## config.mk

```make
export PLATFORM = sky130hd
export DESIGN_NAME = cmt_channel
export DESIGN_NICKNAME = d
export VERILOG_FILES = /design/src/rtl/cmt_pkg.sv /design/src/rtl/cmt_prescaler.sv /design/src/rtl/cmt_counter.sv /design/src/rtl/cmt_ctrl.sv /design/src/rtl/cmt_channel.sv
export SDC_FILE = /design/constraint.sdc
export NUM_CORES = 1
export LEC_CHECK = 0
export ABC_CLOCK_PERIOD_IN_PS = 6450
export BUFFER_PORTS_ARGS = -buffer_cell sky130_fd_sc_hd__buf_2
export CAP_MARGIN = 20
export CORE_UTILIZATION = 50
export CTS_BUF_LIST = sky130_fd_sc_hd__clkbuf_8
export DETAILED_ROUTE_END_ITERATION = 7
export PLACE_DENSITY_LB_ADDON = 0.15
export SYNTH_ARGS = -nofsm -noshare
export SYNTH_HDL_FRONTEND = slang
export SYNTH_HIERARCHICAL = 1
export SYNTH_SLANG_ARGS = --single-unit
```

## constraint.sdc

```tcl
create_clock -name clk -period 6.45 [get_ports clk]
set_input_delay 0.645 -clock clk [delete_from_list [all_inputs] [get_ports clk]]
set_output_delay 0.645 -clock clk [all_outputs]
set_load 0.005 [all_outputs]
```

## src/rtl/cmt_pkg.sv

```systemverilog
package cmt_pkg;
  localparam int REG_W     = 16;
  localparam int REG_ADDR_W = 2;
  localparam int CODE_W    = 2;
  localparam int FLAG_BIT  = 7;
  localparam int IE_BIT    = 6;

  typedef enum logic [REG_ADDR_W-1:0] {
    REG_CTRL  = 2'd0,
    REG_COUNT = 2'd1,
    REG_MATCH = 2'd2,
    REG_NONE  = 2'd3
  } reg_sel_e;
endpackage

```

## src/rtl/cmt_prescaler.sv

```systemverilog
module cmt_prescaler #(
  parameter int BASE_SHIFT = 3,
  parameter int STEP_SHIFT = 2,
  parameter int CODE_W     = 2
) (
  input  logic              clk,
  input  logic              rst,
  input  logic              run,
  input  logic [CODE_W-1:0] code,
  output logic              tick
);
  localparam int NCODES    = 1 << CODE_W;
  localparam int MAX_SHIFT = BASE_SHIFT + STEP_SHIFT * (NCODES - 1);
  localparam int PRE_W     = MAX_SHIFT;

  logic [PRE_W-1:0] pre_q;
  logic [PRE_W-1:0] lim_tab [NCODES];
  logic [PRE_W-1:0] limit;
  logic             wrap;

  // Terminal count for each code: divisor minus one.
  for (genvar g = 0; g < NCODES; g++) begin : g_lim
    localparam int SH = BASE_SHIFT + STEP_SHIFT * g;
    assign lim_tab[g] = {PRE_W{1'b1}} >> (PRE_W - SH);
  end

  assign limit = lim_tab[code];
  assign wrap  = (pre_q >= limit);
  assign tick  = run && wrap;

  // Held at zero while stopped, so every start begins a fresh prescale.
  always_ff @(posedge clk) begin
    if (rst || !run) begin
      pre_q <= '0;
    end else if (wrap) begin
      pre_q <= '0;
    end else begin
      pre_q <= pre_q + 1'b1;
    end
  end
endmodule

```

## src/rtl/cmt_counter.sv

```systemverilog
module cmt_counter #(
  parameter int W = 16
) (
  input  logic         clk,
  input  logic         rst,
  input  logic         tick,
  input  logic         cnt_we,
  input  logic         cmp_we,
  input  logic [W-1:0] wdata,
  output logic [W-1:0] cnt_q,
  output logic [W-1:0] cmp_q,
  output logic         match
);
  assign match = tick && (cnt_q == cmp_q);

  always_ff @(posedge clk) begin
    if (rst) begin
      cnt_q <= '0;
      cmp_q <= '1;
    end else begin
      if (cnt_we) begin
        cnt_q <= wdata;
      end else if (tick) begin
        cnt_q <= match ? '0 : cnt_q + 1'b1;
      end
      if (cmp_we) begin
        cmp_q <= wdata;
      end
    end
  end
endmodule

```

## src/rtl/cmt_ctrl.sv

```systemverilog
module cmt_ctrl #(
  parameter int CODE_W = 2
) (
  input  logic              clk,
  input  logic              rst,
  input  logic              we,
  input  logic              w_flag,
  input  logic              w_ie,
  input  logic [CODE_W-1:0] w_code,
  input  logic              match,
  output logic              flag_q,
  output logic              ie_q,
  output logic [CODE_W-1:0] code_q,
  output logic              irq
);
  logic flag_d;
  logic ie_d;

  always_comb begin
    flag_d = flag_q;
    if (match) begin
      flag_d = 1'b1;
    end else if (we && !w_flag) begin
      flag_d = 1'b0;
    end
    ie_d = we ? w_ie : ie_q;
  end

  always_ff @(posedge clk) begin
    if (rst) begin
      flag_q <= 1'b0;
      ie_q   <= 1'b0;
      code_q <= '0;
      irq    <= 1'b0;
    end else begin
      flag_q <= flag_d;
      ie_q   <= ie_d;
      irq    <= flag_d && ie_d;
      if (we) begin
        code_q <= w_code;
      end
    end
  end
endmodule

```

## src/rtl/cmt_channel.sv

```systemverilog
module cmt_channel
  import cmt_pkg::*;
#(
  parameter int DATA_W  = REG_W,
  parameter int START_W = 8,
  parameter int CH_IDX  = 0
) (
  input  logic                  clk,
  input  logic                  rst,
  input  logic                  bus_sel,
  input  logic                  bus_wr,
  input  logic [REG_ADDR_W-1:0] bus_addr,
  input  logic [DATA_W-1:0]     bus_wdata,
  output logic [DATA_W-1:0]     bus_rdata,
  input  logic [START_W-1:0]    start_vec,
  output logic                  irq
);
  localparam logic [START_W-1:0] RUN_MASK = START_W'(1) << CH_IDX;

  reg_sel_e           sel;
  logic               wr_ctrl, wr_cnt, wr_cmp, rd_req;
  logic               run, tick, match;
  logic               flag_q, ie_q;
  logic [CODE_W-1:0]  code_q;
  logic [DATA_W-1:0]  cnt_q, cmp_q, ctrl_view, rd_mux;

  assign sel     = reg_sel_e'(bus_addr);
  assign wr_ctrl = bus_sel && bus_wr && (sel == REG_CTRL);
  assign wr_cnt  = bus_sel && bus_wr && (sel == REG_COUNT);
  assign wr_cmp  = bus_sel && bus_wr && (sel == REG_MATCH);
  assign rd_req  = bus_sel && !bus_wr;
  assign run     = |(start_vec & RUN_MASK);

  cmt_prescaler #(.BASE_SHIFT(3), .STEP_SHIFT(2), .CODE_W(CODE_W)) u_pre (
    .clk(clk), .rst(rst), .run(run), .code(code_q), .tick(tick)
  );

  cmt_counter #(.W(DATA_W)) u_cnt (
    .clk(clk), .rst(rst), .tick(tick), .cnt_we(wr_cnt), .cmp_we(wr_cmp),
    .wdata(bus_wdata), .cnt_q(cnt_q), .cmp_q(cmp_q), .match(match)
  );

  cmt_ctrl #(.CODE_W(CODE_W)) u_ctrl (
    .clk(clk), .rst(rst), .we(wr_ctrl),
    .w_flag(bus_wdata[FLAG_BIT]), .w_ie(bus_wdata[IE_BIT]),
    .w_code(bus_wdata[CODE_W-1:0]), .match(match),
    .flag_q(flag_q), .ie_q(ie_q), .code_q(code_q), .irq(irq)
  );

  always_comb begin
    ctrl_view                = '0;
    ctrl_view[FLAG_BIT]      = flag_q;
    ctrl_view[IE_BIT]        = ie_q;
    ctrl_view[CODE_W-1:0]    = code_q;
    unique case (sel)
      REG_CTRL:  rd_mux = ctrl_view;
      REG_COUNT: rd_mux = cnt_q;
      REG_MATCH: rd_mux = cmp_q;
      default:   rd_mux = '0;
    endcase
  end

  always_ff @(posedge clk) begin
    if (rst) begin
      bus_rdata <= '0;
    end else if (rd_req) begin
      bus_rdata <= rd_mux;
    end
  end
endmodule

```

; ---- Yosys cells after proc, flatten, opt, wreduce, memory -nomap -nowiden
; Cells that the tools add are included.
[totals]
reg_bits = 62
inputBits = 30
elab_cells = 42
[classes]
add_sub_neg = 2
n_lt_le_gt_ge = 2
eq_ne = 3
muxes = 10
bitwise = 1
n_reduce_logical = 16
[op_table]
columns = op, count
row1 = $mux W16, 3
row2 = $pmux W16 S3, 1
row3 = $bmux W9 S2, 1
row4 = $mux W9, 2
row5 = $add A16 B1 Y16 const B, 1
row6 = $eq A16 B16 Y1, 1
row7 = $add A9 B1 Y9 const B, 1
row8 = $ge A9 B9 Y1, 1
row9 = $logic_and A1 B1 Y1, 9
row10 = $ge A3 B3 Y1 const B, 1
row11 = $logic_not A1 Y1, 3
row12 = $mux W1, 3
row13 = $not A2 Y3, 1
row14 = $eq A2 B1 Y1 const B, 1
row15 = $eq A2 B2 Y1 const B, 1
row16 = $logic_not A2 Y1, 1
row17 = $reduce_bool A2 Y1, 1
row18 = $reduce_or A2 Y1, 1
row19 = $logic_or A1 B1 Y1, 1

; ---- Logic depth before layout (Yosys ltp)
; Gate-level depths: netlist of the first run.
[logic_depth]
ltp_word = 10
mapped_depth = 11

; ---- Hierarchy
; The synthesis of the first run kept the hierarchy.
[modules_own_cells]
columns = module, instances, cells_per_inst, area_each_um2, seq_area_each_um2
row1 = cmt_counter, 1, 189, 1788.0, 640.6
row2 = cmt_channel, 1, 88, 939.7, 320.3
row3 = cmt_prescaler, 1, 58, 514.2, 180.2
row4 = cmt_ctrl, 1, 15, 166.4, 100.1

; ---- Least setup slack after synthesis of the first run
; No wires, ideal clock.
[synth_path]
path_type = flip-flop to flip-flop
startpoint = register u_ctrl.code_q[1]
endpoint = register u_cnt.cnt_q[10]
arrival_time_ns = 2.313
t_required_ns = 6.312
slack_ns = 3.999
stages_incl_launch_ff = 12
n_path_buf = 2
path_cell_list = dfxtp_1 -> nand2_1 -> ha_1 -> and4_1 -> o21ai_0 -> o221ai_1 -> and2_1 -> clkbuf_1 -> nand2_1 -> o41ai_4 -> buf_6 -> o22ai_2
[synth_via]
elab_chain_len = 10
word_cells_on_any_way = 11
[synth_rtl]
columns = element, line
row1 = from (decl), cmt_ctrl.sv:13  ; output logic [CODE_W-1:0] code_q,
row2 = from (signal assigned), cmt_ctrl.sv:40  ; code_q <= w_code;
row3 = $not A2 Y3 (implied by the code) (*), cmt_prescaler.sv:27  ; assign limit = lim_tab[code];
row4 = $bmux W9 S2 (*), cmt_prescaler.sv:27
row5 = $mux W9 (implied by the code) (*) (2 in a row), cmt_prescaler.sv:27
row6 = $ge A9 B9 Y1 (*), cmt_prescaler.sv:28  ; assign wrap = (pre_q >= limit);
row7 = $logic_and A1 B1 Y1 (*), cmt_prescaler.sv:29  ; assign tick = run && wrap;
row8 = net tick, cmt_channel.sv:22  ; logic run, tick, match;
row9 = $logic_and A1 B1 Y1, cmt_counter.sv:14  ; assign match = tick && (cnt_q == cmp_q);
row10 = $mux W16, cmt_counter.sv:24  ; cnt_q <= match ? '0 : cnt_q + 1'b1;
row11 = $mux W16, cmt_counter.sv:23  ; end else if (tick) begin
row12 = $mux W16, cmt_counter.sv:21  ; if (cnt_we) begin
row13 = to (signal assigned), cmt_counter.sv:22  ; cnt_q <= wdata;
row14 = to (signal assigned), cmt_counter.sv:24
row15 = to (decl), cmt_counter.sv:10  ; output logic [W-1:0] cnt_q,
; The timed path passes the listed nets; every way through them passes the cells marked *. The select of a mux whose other input is x is not followed.
; A chain may end at the register's enable or synchronous reset.

; ---- Worst setup path after layout of the first run
[layout_path]
startpoint = register u_ctrl.code_q[1]
endpoint = register u_cnt.cnt_q[1]
; The elaborated chain is that of the path after synthesis.

==> flow_metrics.py, run 1 <==
metrics = {
    "power_and_ir_drop": {
        "comb_power_share": 0.089,
        "seq_power_share": 0.452,
        "p_leak_nw": 1.41,
        "p_int_mw": 0.683,
        "power.density_mw_per_mm2": 235,
        "sw_frac_of_total": 0.239,
        "peakVddDrop_v": 0.000137,
        "clkPwrFrac": 0.459,
        "switching_power_mw": 0.215,
    },
    "final_layout": {
        "fin_util": 0.592,
        "diodes": 0,
        "drive_gt1_frac": 0.271,
        "syn_to_final_growth_pct": 12.3,
        "fin_area_mm2": 0.00383,
        "fin_nets": 417,
    },
    "setup_path": {
        "cp_data_arrival_time_ns": 3.56,
        "rrSetupSlack_ns": 3.09,
        "crit_chain": "nand2_1, ha_1, and4_1, o21ai_0, o221ai_1, and2_1, nand2_1, o41ai_4, buf_4, o22ai_1",
        "crit_end": "u_cnt/cnt_q[1]",
        "worstSetupPathDepth": 10,
        "cp.required_ns": 6.65,
        "crit_type": "flop to flop",
        "max_stage_delay_ns": 0.62,
        "r2r-start": "u_ctrl/code_q[1]",
        "crit_path_end_kind": "flop",
        "r2r_end": "u_cnt/cnt_q[1]",
        "startpoint": "u_ctrl/code_q[1]",
        "path_delay_family": "simple AND/OR/NAND/NOR gates",
        "cpMaxStageDelayCell": "and2_1",
        "critPathLaunchType": "flop",
        "reg2reg_depth": 10,
        "crit_top_cell": "nand2_1",
        "path_buf_inv": 1,
        "worst-path-max-fanout": 18,
    },
    "timing": {
        "rsz0062_at_grt": "false",
        "fin_tns_setup_ns": 0,
        "finClkSkew_ns": 0.00669,
        "post-route-period-util": 0.521,
        "hold_viol": 0,
        "fmax_ghz": 0.298,
        "fin_crit_ns": 3.36,
        "worst_pin_slew_ns": 1.02,
        "finalMaxSlewViolations": 0,
        "report.final.setup_viol": 0,
        "maxSlewHeadroom": 0.320,
    },
    "synth": {
        "synth.cell_area_mm2": 0.00341,
        "synth_flop_cell": "dfxtp_1",
        "synth_edf_count": 0,
        "synth_cell_types": 45,
        "async_flop_share": 0,
        "yosys_warnings": 6,
        "synth_cells": 350,
        "ys_ff_latch": 62,
        "synth-seq-area-share": 0.364,
        "avgSynthCellArea_um2": 9.74,
        "synth_nets": 388,
    },
    "clocking": {
        "htreeDepth": 3,
        "cts_resized": 0,
        "worstSkewPairLatency_ns": 0.35,
        "clkTransAtPathRegs_ns": 0.07,
        "cts_buffers": 9,
        "cts_setup_buffers": 0,
        "postCtsHoldBufs": 0,
        "cts_sinks": 62,
        "clockBufferDepth": 2,
        "cts_tree": "yes",
        "cts_root_buffer": "clkbuf_8",
    },
    "run": {
        "max_cap_violations": 0,
    },
    "placed_design": {
        "port_buffers": 39,
        "gp_congestion": 0.796,
        "placed_area_mm2": 0.00359,
        "hpwl_um": 5200,
    },
    "detailed_routing": {
        "antenna_left": 0,
        "first_pass_iters": 8,
        "wl_um": 7580,
        "vias": 2683,
        "vias_per_cell": 5.82,
        "wl_per_cell_um": 16.4,
        "drc": 5,
        "drt_iter0_drc": 170,
    },
    "outcome": {
        "status": "complete, but fails checks",
        "violations": "DRC",
    },
    "worst_hold_path": {
        "hp-class": "flop to flop",
    },
    "floorplanning": {
        "io-pin-count": 47,
        "dieArea_mm2": 0.00715,
        "initial_utilization": 0.528,
        "num_rows": 29,
        "core_mm2": 0.00646,
        "die_y_um": 84.6,
        "die_w_um": 84.6,
    },
    "grt": {
        "grt.total_usage": 0.229,
        "grt_pass1_wl_um": 12800,
        "antenna_found_initial": 0,
        "grt_max_degree": 56,
        "grt_pass1_vias": 2547,
        "overflow": 0,
    },
}
power groups by stage:
stage	Clock, mW	Combinational [mW]	Sequential (mW)
floorplan	0	0.0576	0.413
global placement	0	0.0781	0.414
detailed placement	0	0.0795	0.415
CTS	0.415	0.0798	0.406
global route	0.434	0.0877	0.408
finish	0.412	0.0797	0.406
layer usage:
layer	track usage	vias up	routed length, um
li1	-	1337	-
met1	0.320	1283	3840
met2	0.350	51	3300
met3	0.0413	12	317
met4	0.0955	0	111
met5	0	-	0
logic make-up after synthesis:
kind of cell    Yosys count  share of synthesized area
compound gates           78                      0.211
buf+inv                  31                     0.0499
xor+xnor                 37                     0.0951
simple gates            127                      0.224
fa+ha+maj                 8                     0.0294
mux                       7                     0.0264
flops                    62                      0.364
sequential cells by signal, summed over array words and instances (netlist names):
name           cells
bus_rdata         16
u_cnt/cmp_q       16
u_cnt/cnt_q       16
u_ctrl/code_q      2
u_ctrl/flag_q      1
u_ctrl/ie_q        1
u_ctrl/irq         1
u_pre/pre_q        9
placed cells by master, fill, tap and decap left out, types with 6 or more instances in the layout:
| master | n |
|---|---|
| xnor2_1 | 16 |
| nor3_2 | 12 |
| a221oi_2 | 10 |
| buf_2 | 39 |
| xor2_1 | 21 |
| nor2b_1 | 17 |
| inv_1 | 6 |
| ha_1 | 8 |
| clkbuf_8 | 9 |
| dfxtp_1 | 62 |
| nor2_1 | 31 |
| nor3b_1 | 17 |
| nand3_1 | 9 |
| a211o_1 | 16 |
| o22ai_2 | 10 |
| a21oi_1 | 19 |
| nand2_1 | 16 |
how the worst min path moves through the flow:
| stage | startpoint | end | slack, ns | depth (start not counted) |
|---|---|---|---|---|
| floorplan | u_pre/pre_q[0] | u_pre/pre_q[0] | 0.43 | 1 |
| global placement | u_pre/pre_q[0] | u_pre/pre_q[0] | 0.45 | 1 |
| detailed placement | u_pre/pre_q[0] | u_pre/pre_q[0] | 0.45 | 1 |
| CTS | u_pre/pre_q[0] | u_pre/pre_q[0] | 0.47 | 1 |
| global route | u_pre/pre_q[0] | u_pre/pre_q[0] | 0.49 | 1 |
| finish | u_pre/pre_q[0] | u_pre/pre_q[0] | 0.47 | 1 |
cells in the mapped netlist (4+ instances only):
cell type,number,area (um2)
buf_6,4,45.0
nand3_1,9,45.0
ha_1,8,100
a21oi_1,19,95.1
nand2_1,16,60.1
o22ai_1,5,31.3
xnor2_1,16,140
mux2_4,4,60.1
clkbuf_1,17,63.8
xor2_1,21,184
nor3b_1,17,128
inv_1,6,22.5
dfxtp_1,62,1240
a211o_1,16,140
nor2_1,31,116
nor2b_1,18,113
o22ai_2,10,125
a222oi_1,4,40.0
a221oi_2,10,150
nand4_1,5,31.3
a211oi_1,4,30.0
nor3_1,6,30.0
nor3_2,11,110
stage by stage:
step	power [mW]	hold slack, ns	setup slack (ns)	cells
finish	0.897	0.466	3.09	461
global route	0.930	0.490	2.86	461
CTS	0.901	0.470	3.14	461
floorplan	0.470	0.430	4.00	350
global placement	0.492	0.448	3.18	445
detailed placement	0.494	0.453	3.14	445
area by class of cell:
type                            count  area [um2]
Clock inverter                      7         113
Clock buffer                        9         124
Sequential cell                    62        1240
Multi-Input combinational cell    257        2000
Timing Repair Buffer               43         225
Fill cell                         594        2630
Tap cell                           77        96.3
Inverter                            6        22.5
(Power assumes the default switching activity.)
==> run 2: changes to the inputs <==
ABC_CLOCK_PERIOD_IN_PS = 3400   (was 6450)
clock period = 3.4 ns   (was 6.45 ns; I/O delays follow)
==> flow_metrics.py, run 2 (same netlist as run 1, synthesis figures left out) <==
metrics = {
    "detailed_routing": {
        "antenna_left": 0,
        "first_pass_iters": 8,
        "drc": 5,
        "wl_per_cell_um": 16.2,
        "drt_iter0_drc": 149,
        "wl_um": 7470,
        "vias_per_cell": 5.67,
        "vias": 2618,
    },
    "final_layout": {
        "diodes": 0,
        "largestRegisters": "bus_rdata: 16 flops, u_cnt/cmp_q: 16 flops, u_cnt/cnt_q: 16 flops",
        "drive_gt1_frac": 0.270,
        "fin_nets": 418,
        "syn_to_final_growth_pct": 11.5,
        "num-fill-cells": 595,
        "final_common_cell": "dfxtp_1",
        "layout_common_cells": "62 x dfxtp_1, 39 x buf_2, 31 x nor2_1",
    },
    "floorplanning": {
        "initial_utilization": 0.528,
        "core_mm2": 0.00646,
        "num_rows": 29,
        "die_y_um": 84.6,
        "dieArea_mm2": 0.00715,
        "die_w_um": 84.6,
        "io-pin-count": 47,
    },
    "clocking": {
        "clockBufferDepth": 2,
        "cts_buffers": 9,
        "htreeDepth": 3,
        "cts_sinks": 62,
        "worstSkewPairLatency_ns": 0.34,
        "cts_tree": "yes",
        "cts_resized": 0,
        "cts_setup_buffers": 0,
        "clkTransAtPathRegs_ns": 0.07,
        "postCtsHoldBufs": 0,
        "cts_root_buffer": "clkbuf_8",
    },
    "timing": {
        "worst_pin_slew_ns": 0.963,
        "rsz0062_at_grt": "false",
        "hold_viol": 0,
        "fmax_ghz": 0.357,
        "setup_ws_ns": 0.602,
        "fin_tns_setup_ns": 0,
        "maxSlewHeadroom": 0.358,
        "finClkSkew_ns": 0.0116,
        "fin_crit_ns": 2.80,
        "post-route-period-util": 0.823,
        "report.final.setup_viol": 0,
        "finalMaxSlewViolations": 0,
    },
    "setup_path": {
        "critPathLaunchType": "flop",
        "cpMaxStageDelayCell": "dfxtp_1",
        "worst-path-max-fanout": 17,
        "crit_path_end_kind": "flop",
        "path_buf_inv": 2,
        "crit_chain": "nand2_1, ha_1, and4_1, o21ai_0, o221ai_1, and2_1, buf_4, nor3b_1, o41ai_4, buf_6, o21ai_1",
        "cp_data_arrival_time_ns": 3.07,
        "cp.required_ns": 3.67,
        "path_delay_family": "simple AND/OR/NAND/NOR gates",
        "max_stage_delay_ns": 0.42,
        "crit_type": "flop to flop",
    },
    "placed_design": {
        "gp_congestion": 0.802,
        "port_buffers": 39,
        "hpwl_um": 5290,
        "place_worst_setup_slack_ns": 0.613,
    },
    "worst_hold_path": {
        "hp-class": "input port to flop",
    },
    "grt": {
        "overflow": 0,
        "grt_pass1_wl_um": 12300,
        "grt.total_usage": 0.223,
        "antenna_found_initial": 0,
        "grt_max_degree": 34,
        "grt_pass1_vias": 2393,
    },
    "outcome": {
        "violations": "DRC",
        "status": "complete, but fails checks",
    },
    "power_and_ir_drop": {
        "peakVddDrop_v": 0.000203,
        "p_leak_nw": 1.41,
        "power.density_mw_per_mm2": 413,
    },
    "run": {
        "max_cap_violations": 0,
    },
}
run 2: changes by cell type in the layout (fill, tap and decap cells not counted), sizes merged:
| cell | before | now |
|---|---|---|
| clkinvlp | 1 | 0 |
| buf | 43 | 44 |
| clkbuf | 9 | 11 |
| inv | 6 | 7 |
| bufinv | 3 | 1 |
run 2: cell type report:
cell class                 instances  area (um2)  share of cell area
inverter                           6        22.5             0.00592
multi-input combinational        257        2000               0.527
sequential                        62        1240               0.327
clock buffer                      11         151              0.0398
tap                               77        96.3              0.0253
timing repair buffer              44         236              0.0622
clock inverter                     5        48.8              0.0128
run 2: final timing paths:
path | from | end | slack, ns | depth (start not counted)
max | u_ctrl/code_q[1] | u_cnt/cnt_q[11] | 0.60 | 11
min | bus_wdata[5] | u_cnt/cmp_q[5] | 0.23 | 2
max reg2reg | u_ctrl/code_q[1] | u_cnt/cnt_q[11] | 0.60 | 11
min reg2reg | u_pre/pre_q[0] | u_pre/pre_q[0] | 0.48 | 1
run 2: worst register-to-register path, delay by kind of cell (launching register included):
family / cells / cell delay, ns
AO/OA/AOI/OAI: 4 / 0.71
buffers and inverters: 2 / 0.46
AND/OR/NAND/NOR: 4 / 0.85
flip-flops: 1 / 0.42
adder cells (fa/ha/maj): 1 / 0.32
run 2: metrics by stage:
| step | area [um2] | utilization | std cells | total power, mW | hold slack (ns) |
|---|---|---|---|---|---|
| global route | 3800 | 0.589 | 462 | 1.64 | 0.219 |
| floorplan | 3410 | - | 350 | 0.892 | 0.410 |
| CTS | 3800 | 0.589 | 462 | 1.59 | 0.211 |
| detailed placement | 3600 | 0.558 | 446 | 0.937 | 0.467 |
| finish | 3800 | 0.589 | 462 | 1.57 | 0.229 |
| global placement | 3590 | 0.556 | 445 | 0.935 | 0.445 |
run 2: layer usage:
metal | vias to the layer above | global-route usage | share of wire | wire (um)
met1 | 1216 | 0.328 | 0.52 | 3890
met5 | - | 0 | 0 | 0
li1 | 1337 | - | - | -
met4 | 0 | 0.0832 | 0.012 | 90
met3 | 8 | 0.0541 | 0.041 | 308
met2 | 57 | 0.314 | 0.43 | 3180
run 2: power by group:
part	internal, mW	leakage, nW	switching [mW]	total (mW)
logic	0.0639	0.793	0.0868	0.151
registers	0.749	0.505	0.0228	0.772
clock network	0.372	0.110	0.276	0.648
total	1.18	1.41	0.385	1.57
